===== src/rtl/nsm_pkg.sv =====
package nsm_pkg;
  localparam int NIB_W  = 4;
  localparam int BYTE_W = 8;

  localparam logic [BYTE_W-1:0] FLAG_RD = 8'h40;
  localparam logic [BYTE_W-1:0] FLAG_AD = 8'h20;
  localparam logic [BYTE_W-1:0] FLAG_DT = 8'h10;

  typedef enum logic [1:0] {ST_IDLE, ST_FIRST, ST_SECOND} nsm_state_e;

  function automatic logic [BYTE_W-1:0] first_byte(input logic wr, input logic [NIB_W-1:0] a);
    first_byte = FLAG_AD | {{(BYTE_W-NIB_W){1'b0}}, a} | (wr ? '0 : FLAG_RD);
  endfunction

  function automatic logic [BYTE_W-1:0] data_byte(input logic [NIB_W-1:0] d);
    data_byte = FLAG_DT | {{(BYTE_W-NIB_W){1'b0}}, d};
  endfunction
endpackage


===== src/rtl/nsm_half_timer.sv =====
module nsm_half_timer #(
  parameter int CNT_W = 8
) (
  input  logic             clk_i,
  input  logic             rst_ni,
  input  logic             load_i,
  input  logic             run_i,
  input  logic [CNT_W-1:0] half_i,
  output logic             tick_o
);
  logic [CNT_W-1:0] lim_q, cnt_q;

  assign tick_o = run_i && (cnt_q == lim_q);

  always_ff @(posedge clk_i or negedge rst_ni) begin
    if (!rst_ni) begin
      lim_q <= '0;
      cnt_q <= '0;
    end else if (load_i) begin
      lim_q <= (half_i == '0) ? '0 : half_i - CNT_W'(1);
      cnt_q <= '0;
    end else if (run_i) begin
      cnt_q <= tick_o ? '0 : cnt_q + CNT_W'(1);
    end
  end

  AST_CNT_IN_RANGE: assert property (@(posedge clk_i) disable iff (!rst_ni)
    run_i |-> cnt_q <= lim_q);
endmodule


===== src/rtl/nsm_byte_shift.sv =====
module nsm_byte_shift
  import nsm_pkg::*;
#(
  parameter int CNT_W = 8
) (
  input  logic              clk_i,
  input  logic              rst_ni,
  input  logic              start_i,
  input  logic              tx_i,
  input  logic [BYTE_W-1:0] byte_i,
  input  logic [CNT_W-1:0]  half_i,
  input  logic              sdi_i,
  output logic              sclk_o,
  output logic              sdo_o,
  output logic              oe_o,
  output logic [BYTE_W-1:0] rx_byte_o,
  output logic              done_o
);
  localparam int BIT_W = $clog2(BYTE_W);
  localparam logic [BIT_W-1:0] LAST_BIT = BIT_W'(BYTE_W - 1);

  logic              active_q, low_q, tx_q, done_q, tick, load;
  logic [BIT_W-1:0]  bit_q;
  logic [BYTE_W-1:0] sh_q;

  assign load = start_i && !active_q;

  nsm_half_timer #(.CNT_W(CNT_W)) u_timer (
    .clk_i  (clk_i),
    .rst_ni (rst_ni),
    .load_i (load),
    .run_i  (active_q),
    .half_i (half_i),
    .tick_o (tick)
  );

  always_ff @(posedge clk_i or negedge rst_ni) begin
    if (!rst_ni) begin
      active_q <= 1'b0;
      low_q    <= 1'b0;
      tx_q     <= 1'b0;
      done_q   <= 1'b0;
      bit_q    <= '0;
      sh_q     <= '0;
    end else begin
      done_q <= 1'b0;
      if (load) begin
        active_q <= 1'b1;
        low_q    <= 1'b0;
        tx_q     <= tx_i;
        bit_q    <= '0;
        sh_q     <= byte_i;
      end else if (tick) begin
        if (!low_q) begin
          low_q <= 1'b1;
          if (!tx_q) sh_q <= {sh_q[BYTE_W-2:0], sdi_i};  // sample at end of high phase
        end else begin
          low_q <= 1'b0;
          if (bit_q == LAST_BIT) begin
            active_q <= 1'b0;
            done_q   <= 1'b1;
          end else begin
            bit_q <= bit_q + BIT_W'(1);
            if (tx_q) sh_q <= {sh_q[BYTE_W-2:0], 1'b0};
          end
        end
      end
    end
  end

  assign sclk_o    = !(active_q && low_q);
  assign oe_o      = active_q && tx_q;
  assign sdo_o     = oe_o && sh_q[BYTE_W-1];
  assign rx_byte_o = sh_q;
  assign done_o    = done_q;

  AST_SDO_HELD: assert property (@(posedge clk_i) disable iff (!rst_ni)
    (oe_o && !low_q && $past(oe_o && !low_q)) |-> $stable(sdo_o));
  AST_EIGHT_BITS: assert property (@(posedge clk_i) disable iff (!rst_ni)
    $fell(active_q) |-> $past(bit_q) == LAST_BIT);
endmodule


===== src/rtl/nibble_serial_master.sv =====
module nibble_serial_master
  import nsm_pkg::*;
#(
  parameter int HALF_W = 8
) (
  input  logic              clk_i,
  input  logic              rst_ni,
  input  logic              req_i,
  input  logic              wr_i,
  input  logic [NIB_W-1:0]  addr_i,
  input  logic [NIB_W-1:0]  wdata_i,
  input  logic [HALF_W-1:0] half_i,
  input  logic              ce_i,
  input  logic              sdi_i,
  output logic              busy_o,
  output logic              done_o,
  output logic [NIB_W-1:0]  rdata_o,
  output logic              ce_o,
  output logic              sclk_o,
  output logic              sdo_o,
  output logic              sdo_oe_o
);
  nsm_state_e        state_q;
  logic              wr_q, done_q, accept, sh_start, sh_tx, sh_done;
  logic [NIB_W-1:0]  addr_q, wdata_q, rdata_q;
  logic [BYTE_W-1:0] sh_byte, sh_rx;

  assign accept   = (state_q == ST_IDLE) && req_i;
  assign sh_start = accept || ((state_q == ST_FIRST) && sh_done);
  assign sh_tx    = accept ? 1'b1 : wr_q;
  assign sh_byte  = accept ? first_byte(wr_i, addr_i) : data_byte(wdata_q);

  nsm_byte_shift #(.CNT_W(HALF_W)) u_shift (
    .clk_i     (clk_i),
    .rst_ni    (rst_ni),
    .start_i   (sh_start),
    .tx_i      (sh_tx),
    .byte_i    (sh_byte),
    .half_i    (half_i),
    .sdi_i     (sdi_i),
    .sclk_o    (sclk_o),
    .sdo_o     (sdo_o),
    .oe_o      (sdo_oe_o),
    .rx_byte_o (sh_rx),
    .done_o    (sh_done)
  );

  always_ff @(posedge clk_i or negedge rst_ni) begin
    if (!rst_ni) begin
      state_q <= ST_IDLE;
      wr_q    <= 1'b0;
      addr_q  <= '0;
      wdata_q <= '0;
      rdata_q <= '0;
      done_q  <= 1'b0;
    end else begin
      done_q <= 1'b0;
      unique case (state_q)
        ST_IDLE: if (req_i) begin
          wr_q    <= wr_i;
          addr_q  <= addr_i;
          wdata_q <= wdata_i;
          state_q <= ST_FIRST;
        end
        ST_FIRST: if (sh_done) state_q <= ST_SECOND;
        ST_SECOND: if (sh_done) begin
          state_q <= ST_IDLE;
          done_q  <= 1'b1;
          if (!wr_q) rdata_q <= sh_rx[NIB_W-1:0];  // upper nibble dropped
        end
        default: state_q <= ST_IDLE;
      endcase
    end
  end

  assign busy_o  = (state_q != ST_IDLE);
  assign done_o  = done_q;
  assign rdata_o = rdata_q;
  assign ce_o    = ce_i;

  AST_IDLE_SCLK_HIGH: assert property (@(posedge clk_i) disable iff (!rst_ni)
    !busy_o |-> (sclk_o && !sdo_oe_o));
  AST_RX_RELEASED: assert property (@(posedge clk_i) disable iff (!rst_ni)
    (state_q == ST_SECOND && !wr_q) |-> !sdo_oe_o);
  AST_DONE_PULSE: assert property (@(posedge clk_i) disable iff (!rst_ni)
    done_o |=> !done_o);
  AST_DONE_IDLE: assert property (@(posedge clk_i) disable iff (!rst_ni)
    done_o |-> !busy_o);
  AST_REQ_IGNORED: assert property (@(posedge clk_i) disable iff (!rst_ni)
    (busy_o && $past(busy_o)) |-> ($stable(addr_q) && $stable(wr_q) && $stable(wdata_q)));
endmodule


===== config.mk =====
export PLATFORM = sky130hd
export DESIGN_NAME = nibble_serial_master
export DESIGN_NICKNAME = d
export VERILOG_FILES = /design/src/rtl/nsm_pkg.sv /design/src/rtl/nsm_half_timer.sv /design/src/rtl/nsm_byte_shift.sv /design/src/rtl/nibble_serial_master.sv
export SDC_FILE = /design/constraint.sdc
export NUM_CORES = 1
export LEC_CHECK = 0
export ABC_AREA = 1
export CORE_MARGIN = 5
export CORE_UTILIZATION = 40
export DETAILED_ROUTE_END_ITERATION = 10
export GPL_ROUTABILITY_DRIVEN = 0
export SLEW_MARGIN = 5
export SYNTH_ARGS = -nofsm -noshare
export SYNTH_HDL_FRONTEND = slang
export SYNTH_SLANG_ARGS = --single-unit

===== constraint.sdc =====
create_clock -name clk_i -period 3.1 [get_ports clk_i]
set_input_delay 0.465 -clock clk_i [delete_from_list [all_inputs] [get_ports clk_i]]
set_output_delay 0.465 -clock clk_i [all_outputs]
set_load 0.03 [all_outputs]

-- After elaboration in Yosys (flattened, before gate mapping)
Index checks and enable logic that the tools add are counted.
- flip-flop bits (word level): 43
- bits of input ports: 22
- output and inout port bits: 10
- word-level logic and storage cells: 86
- add/subtract/negate cells: 3
- equality and inequality tests: 11
- multiplexer cells: 34
- bitwise logic cells: 2
- reduce and logical (&&, ||, !) cells: 23
- operator list (operator ; number):
    $mux W8 ; 10
    $mux W1 ; 14
    $mux W7 ; 2
    $mux W3 ; 4
    $reduce_and A3 Y1 ; 4
    $reduce_bool A2 Y1 ; 5
    $add A8 B1 Y8 const B ; 1
    $eq A8 B8 Y1 ; 1
    $logic_not A8 Y1 ; 1
    $sub A8 B1 Y8 const B ; 1
    $logic_and A1 B1 Y1 ; 7
    $or A6 B7 Y7 ; 1
    $mux W2 ; 3
    $ne A2 B1 Y1 const B ; 3
    $ne A3 B3 Y1 const B ; 2
    $pmux W2 S3 ; 1
    $reduce_and A4 Y1 ; 1
    $add A3 B1 Y3 const B ; 1
    $eq A3 B3 Y1 const B ; 1
    $ne A3 B2 Y1 const B ; 1
    $eq A2 B1 Y1 const B ; 1
    $eq A2 B2 Y1 const B ; 1
    $logic_not A1 Y1 ; 2
    $logic_not A2 Y1 ; 1
    other kinds (4) ; 4

-- Logic depth before layout (Yosys ltp)
- depth after elaboration: 6
- depth in mapped cells: 11

-- Cells and area by module
Synthesis repeated with hierarchy kept, for this count alone.
- cells, all modules: 332
- area total of the unflattened synthesis: 2492.4 um2
- modules (own cells, without submodules) (module ; instances ; cells each ; area each (um2)):
    nsm_half_timer ; 1 ; 153 ; 1091.0
    nsm_byte_shift ; 1 ; 108 ; 830.8
    nibble_serial_master ; 1 ; 71 ; 570.5

-- Least setup slack after synthesis
No wires, ideal clock.
- kind: register to register
- start point: register u_shift.bit_q[0]
- end point: register u_shift.sh_q[0] (netlist: u_shift.rx_byte_o[0])
- arrival time: 1340 ps
- data required time: 2974 ps
- path slack: 1634 ps
- cell stages (with the launch flop): 10
- buffers on the path: 1
- cell sequence: dfrtp_1 > ha_1 > ha_1 > inv_1 > nand3_1 > o21ai_0 > nand3_2 > nand2_4 > buf_6 > o21ai_0
- longest elaborated chain between the ends: 3
- RTL lines (element ; RTL line ; source):
    start, declared ; nsm_byte_shift.sv:23 ; logic [BIT_W-1:0] bit_q;
    start signal, assigned ; nsm_byte_shift.sv:63 ; bit_q <= bit_q + BIT_W'(1);
    $eq A3 B3 Y1 ; nsm_byte_shift.sv:59 ; if (bit_q == LAST_BIT) begin
    $ne A3 B3 Y1 (no source line) ; n/a ;
    $reduce_and A4 Y1 (no source line) ; n/a ;
    end signal, assigned ; nsm_byte_shift.sv:52 ; sh_q <= byte_i;
    end signal, assigned ; nsm_byte_shift.sv:56 ; if (!tx_q) sh_q <= {sh_q[BYTE_W-2:0], sdi_i};
    end signal, assigned ; nsm_byte_shift.sv:64 ; if (tx_q) sh_q <= {sh_q[BYTE_W-2:0], 1'b0};
    end, declared ; nsm_byte_shift.sv:24 ; logic [BYTE_W-1:0] sh_q;
No other way between the ends.
A chain may end at the register's enable or synchronous reset.

-- Final worst setup path
- start point: register u_shift.active_q
- end point: output sdo_o
- longest elaborated chain between the ends: 2
- RTL lines (element ; RTL line ; source):
    start, declared ; nsm_byte_shift.sv:22 ; logic active_q, low_q, tx_q, done_q, tick, load;
    start signal, assigned ; nsm_byte_shift.sv:39 ; active_q <= 1'b0;
    start signal, assigned ; nsm_byte_shift.sv:48 ; active_q <= 1'b1;
    start signal, assigned ; nsm_byte_shift.sv:60 ; active_q <= 1'b0;
    $logic_and A1 B1 Y1 ; nsm_byte_shift.sv:72 ; assign oe_o = active_q && tx_q;
    $logic_and A1 B1 Y1 ; nsm_byte_shift.sv:73 ; assign sdo_o = oe_o && sh_q[BYTE_W-1];
    end, declared ; nibble_serial_master.sv:20 ; output logic sdo_o,
No other way between the ends.

==> impl_metrics.ini <==
[status]
status = finished clean

[placement]
place_hpwl_um = 3300
dpl-instance-area_sq_um = 2590
portBuffers = 29

[pwr]
p_per_area_nw_per_um2 = 529
vdd_drop_max_v = 0.000192
p_leak_nw = 1.29
netSwitchingFraction_pct = 32.5
power.switching_uw = 461
p_int_uw = 957
pwr-share-comb_pct = 22.0
clockPowerShare_pct = 25.8
sequentialPowerShare_pct = 52.2

[timing]
report.final.slew_viol_count = 0
period_share_pct = 70.3
setup_viol_count_final = 0
rsz0062_at_grt = no
finClkSkew_ps = 11.4
tns_ps = 0
fmax_mhz = 459
tightest_slew_ps = 957
hold_violations = 0
period_minus_slack_ps = 2180
maxSlewHeadroom_pct = 36.2

[floorplan]
core_area_sq_um = 5470
ios = 32
rows = 27
die_w_um = 84.8
dieArea_sq_um = 7190
start_util_pct = 40.9
die_h_um = 84.8

[synthesis]
yosysMostFrequentCell = nand2_1
synth_top_area_share_pct = 48.1
synth_edf_count = 0
synthDistinctLibCells = 29
ys_ff_latch = 43
synth_nets = 306
synth_commonest_cells = nand2_1, dfrtp_1, inv_1, nor2_1, o21ai_0
synth_top_flop_cell = dfrtp_1
seq_area_frac_synth_pct = 48.1
ys_warn_count = 0
syn_area_sq_um = 2240
syn-mean-instance-area_sq_um = 8.02
async_flop_share_pct = 100
yosysTopAreaCell = dfrtp_1
synthCells = 279
synth.top_cells.by_area = dfrtp_1, nand2_1, inv_1, o21ai_0, nor2_1

[job]
drv_cap = 0

[routing]
num_vias = 1765
viasPerCell = 4.60
drt_iter0_markers = 94
ant_nets = 0
avgRoutedWirePerCell_um = 11.4
drc = 0
dr.pass1.iters = 4
drt-total-wl_um = 4370

[finish]
drive_gt1_share_pct = 7.69
fin_area_sq_um = 2680
antenna_cells = 0
area_growth_pct = 19.7
nets = 338

[global_routing]
grt_pass1_vias = 1621
grt_overflow = 0
grt_usage_pct = 13.0
grt_max_degree = 44
grt_pass1_wl_um = 7620
antenna_found_initial = 0

[clocking]
clockBufferDepth = 2
cts_hold_buf = 0
clock_sinks = 43
numCtsBuffers = 5
cts-htree-levels = 2
clkTransAtPathRegs_ps = 80
post-cts-setup-buffer-count = 0
cts_tree = yes
cts-root-buf = clkbuf_8
clk_latency_ps = 300
cts_resized = 0

[critical_path]
critPathMaxFanout = 7
r2r-start = state_q[0]
cp-end-kind = output pin
worstSetupStartpoint = u_shift.active_q
worst-setup-path-type = reg -> out
worstSetupStartpointType = flip-flop
cp.arrival_ps = 1710
cp.required_ps = 2630

[worst_hold_path]
hold_class = in -> async
[cell usage in the layout (no fill, tap or decap), drive strengths merged]
cell	instances
a21oi	5
buf	2
clkbuf	5
clkdlybuf4s50	28
clkinv	1
clkinvlp	2
dfrtp	43
ha	5
inv	44
nand2	85
nand3	16
nand4	1
nor2	25
nor3	2
nor3b	1
o211ai	1
o21a	1
o21ai	23
o22ai	7
o31ai	1
xnor2	4
xor2	10
[metal layers]
layer,vias to the layer above,share of wire (%),wire length (um),GRT usage [%]
met1,800,52,2280,18.7
met2,29,43,1880,19.3
met3,2,3.9,170,3.34
met5,-,0,0,0
met4,0,0.82,36,3.88
li1,934,-,-,-
[worst max-delay path, stage by stage (launching register included)]
cell             delay (ps)
dfrtp_1                 500
nand2_1                 120
nor2_1                  120
clkdlybuf4s50_1         680
[layout make-up]
cell class | count | area (sq um)
Clock buffer | 5 | 68.8
Multi-Input combinational cell | 187 | 962
Clock inverter | 3 | 23.8
Sequential cell | 43 | 1080
Tap cell | 72 | 90.1
Timing Repair Buffer | 30 | 293
Fill cell | 561 | 2790
Inverter | 44 | 165
[registers in the layout, indices dropped and copies added (netlist names)]
signal / cells
done_o: 1
wdata_q: 4
state_q: 2
wr_q: 1
u_shift.u_timer.lim_q: 8
u_shift.tx_q: 1
u_shift.u_timer.cnt_q: 8
u_shift.done_o: 1
u_shift.active_q: 1
rdata_o: 4
u_shift.bit_q: 3
u_shift.low_q: 1
u_shift.rx_byte_o: 8
[worst paths after layout]
path / endpoint / cells past startpoint / slack [ps]
worst max-delay path: sdo_o / 3 / 920
worst min-delay path: u_shift.u_timer.cnt_q[6] / 1 / 310
worst max register to register: u_shift.bit_q[2] / 9 / 1450
worst min register to register: state_q[0] / 1 / 460
max in group asynchronous: u_shift.u_timer.cnt_q[4] / 1 / 2190
min in group clk_i: state_q[0] / 1 / 460
[power groups by stage]
stage / clock network [mW] / logic, mW / registers, mW
finish: 0.365 / 0.313 / 0.740
global route: 0.407 / 0.369 / 0.753
CTS: 0.382 / 0.319 / 0.738
detailed placement: 0 / 0.320 / 0.746
global placement: 0 / 0.312 / 0.747
floorplan: 0 / 0.238 / 0.724
[metrics by stage]
stage | cells | total power [mW] | hold slack, ps | utilization [%] | setup WS (ps)
2_1_floorplan | 279 | 0.962 | 169 | - | 1630
3_3_place_gp | 376 | 1.06 | 442 | 47.3 | 1030
3_5_place_dp | 376 | 1.07 | 449 | 47.3 | 999
4_1_cts | 384 | 1.44 | 346 | 48.9 | 894
5_1_grt | 384 | 1.53 | 393 | 48.9 | 794
6_report | 384 | 1.42 | 307 | 48.9 | 920
[logic make-up (layout without fill, tap and decap cells)]
family | count (synthesis) | in the layout | share of synthesized area (%)
AO/OA/AOI/OAI | 38 | 38 | 10.1
XOR/XNOR | 14 | 14 | 5.48
adder cells (fa/ha/maj) | 5 | 5 | 2.80
buffers and inverters | 49 | 82 | 8.89
flip-flops | 43 | 43 | 48.1
AND/OR/NAND/NOR | 130 | 130 | 24.7
Power figures use the tool's default switching activity.
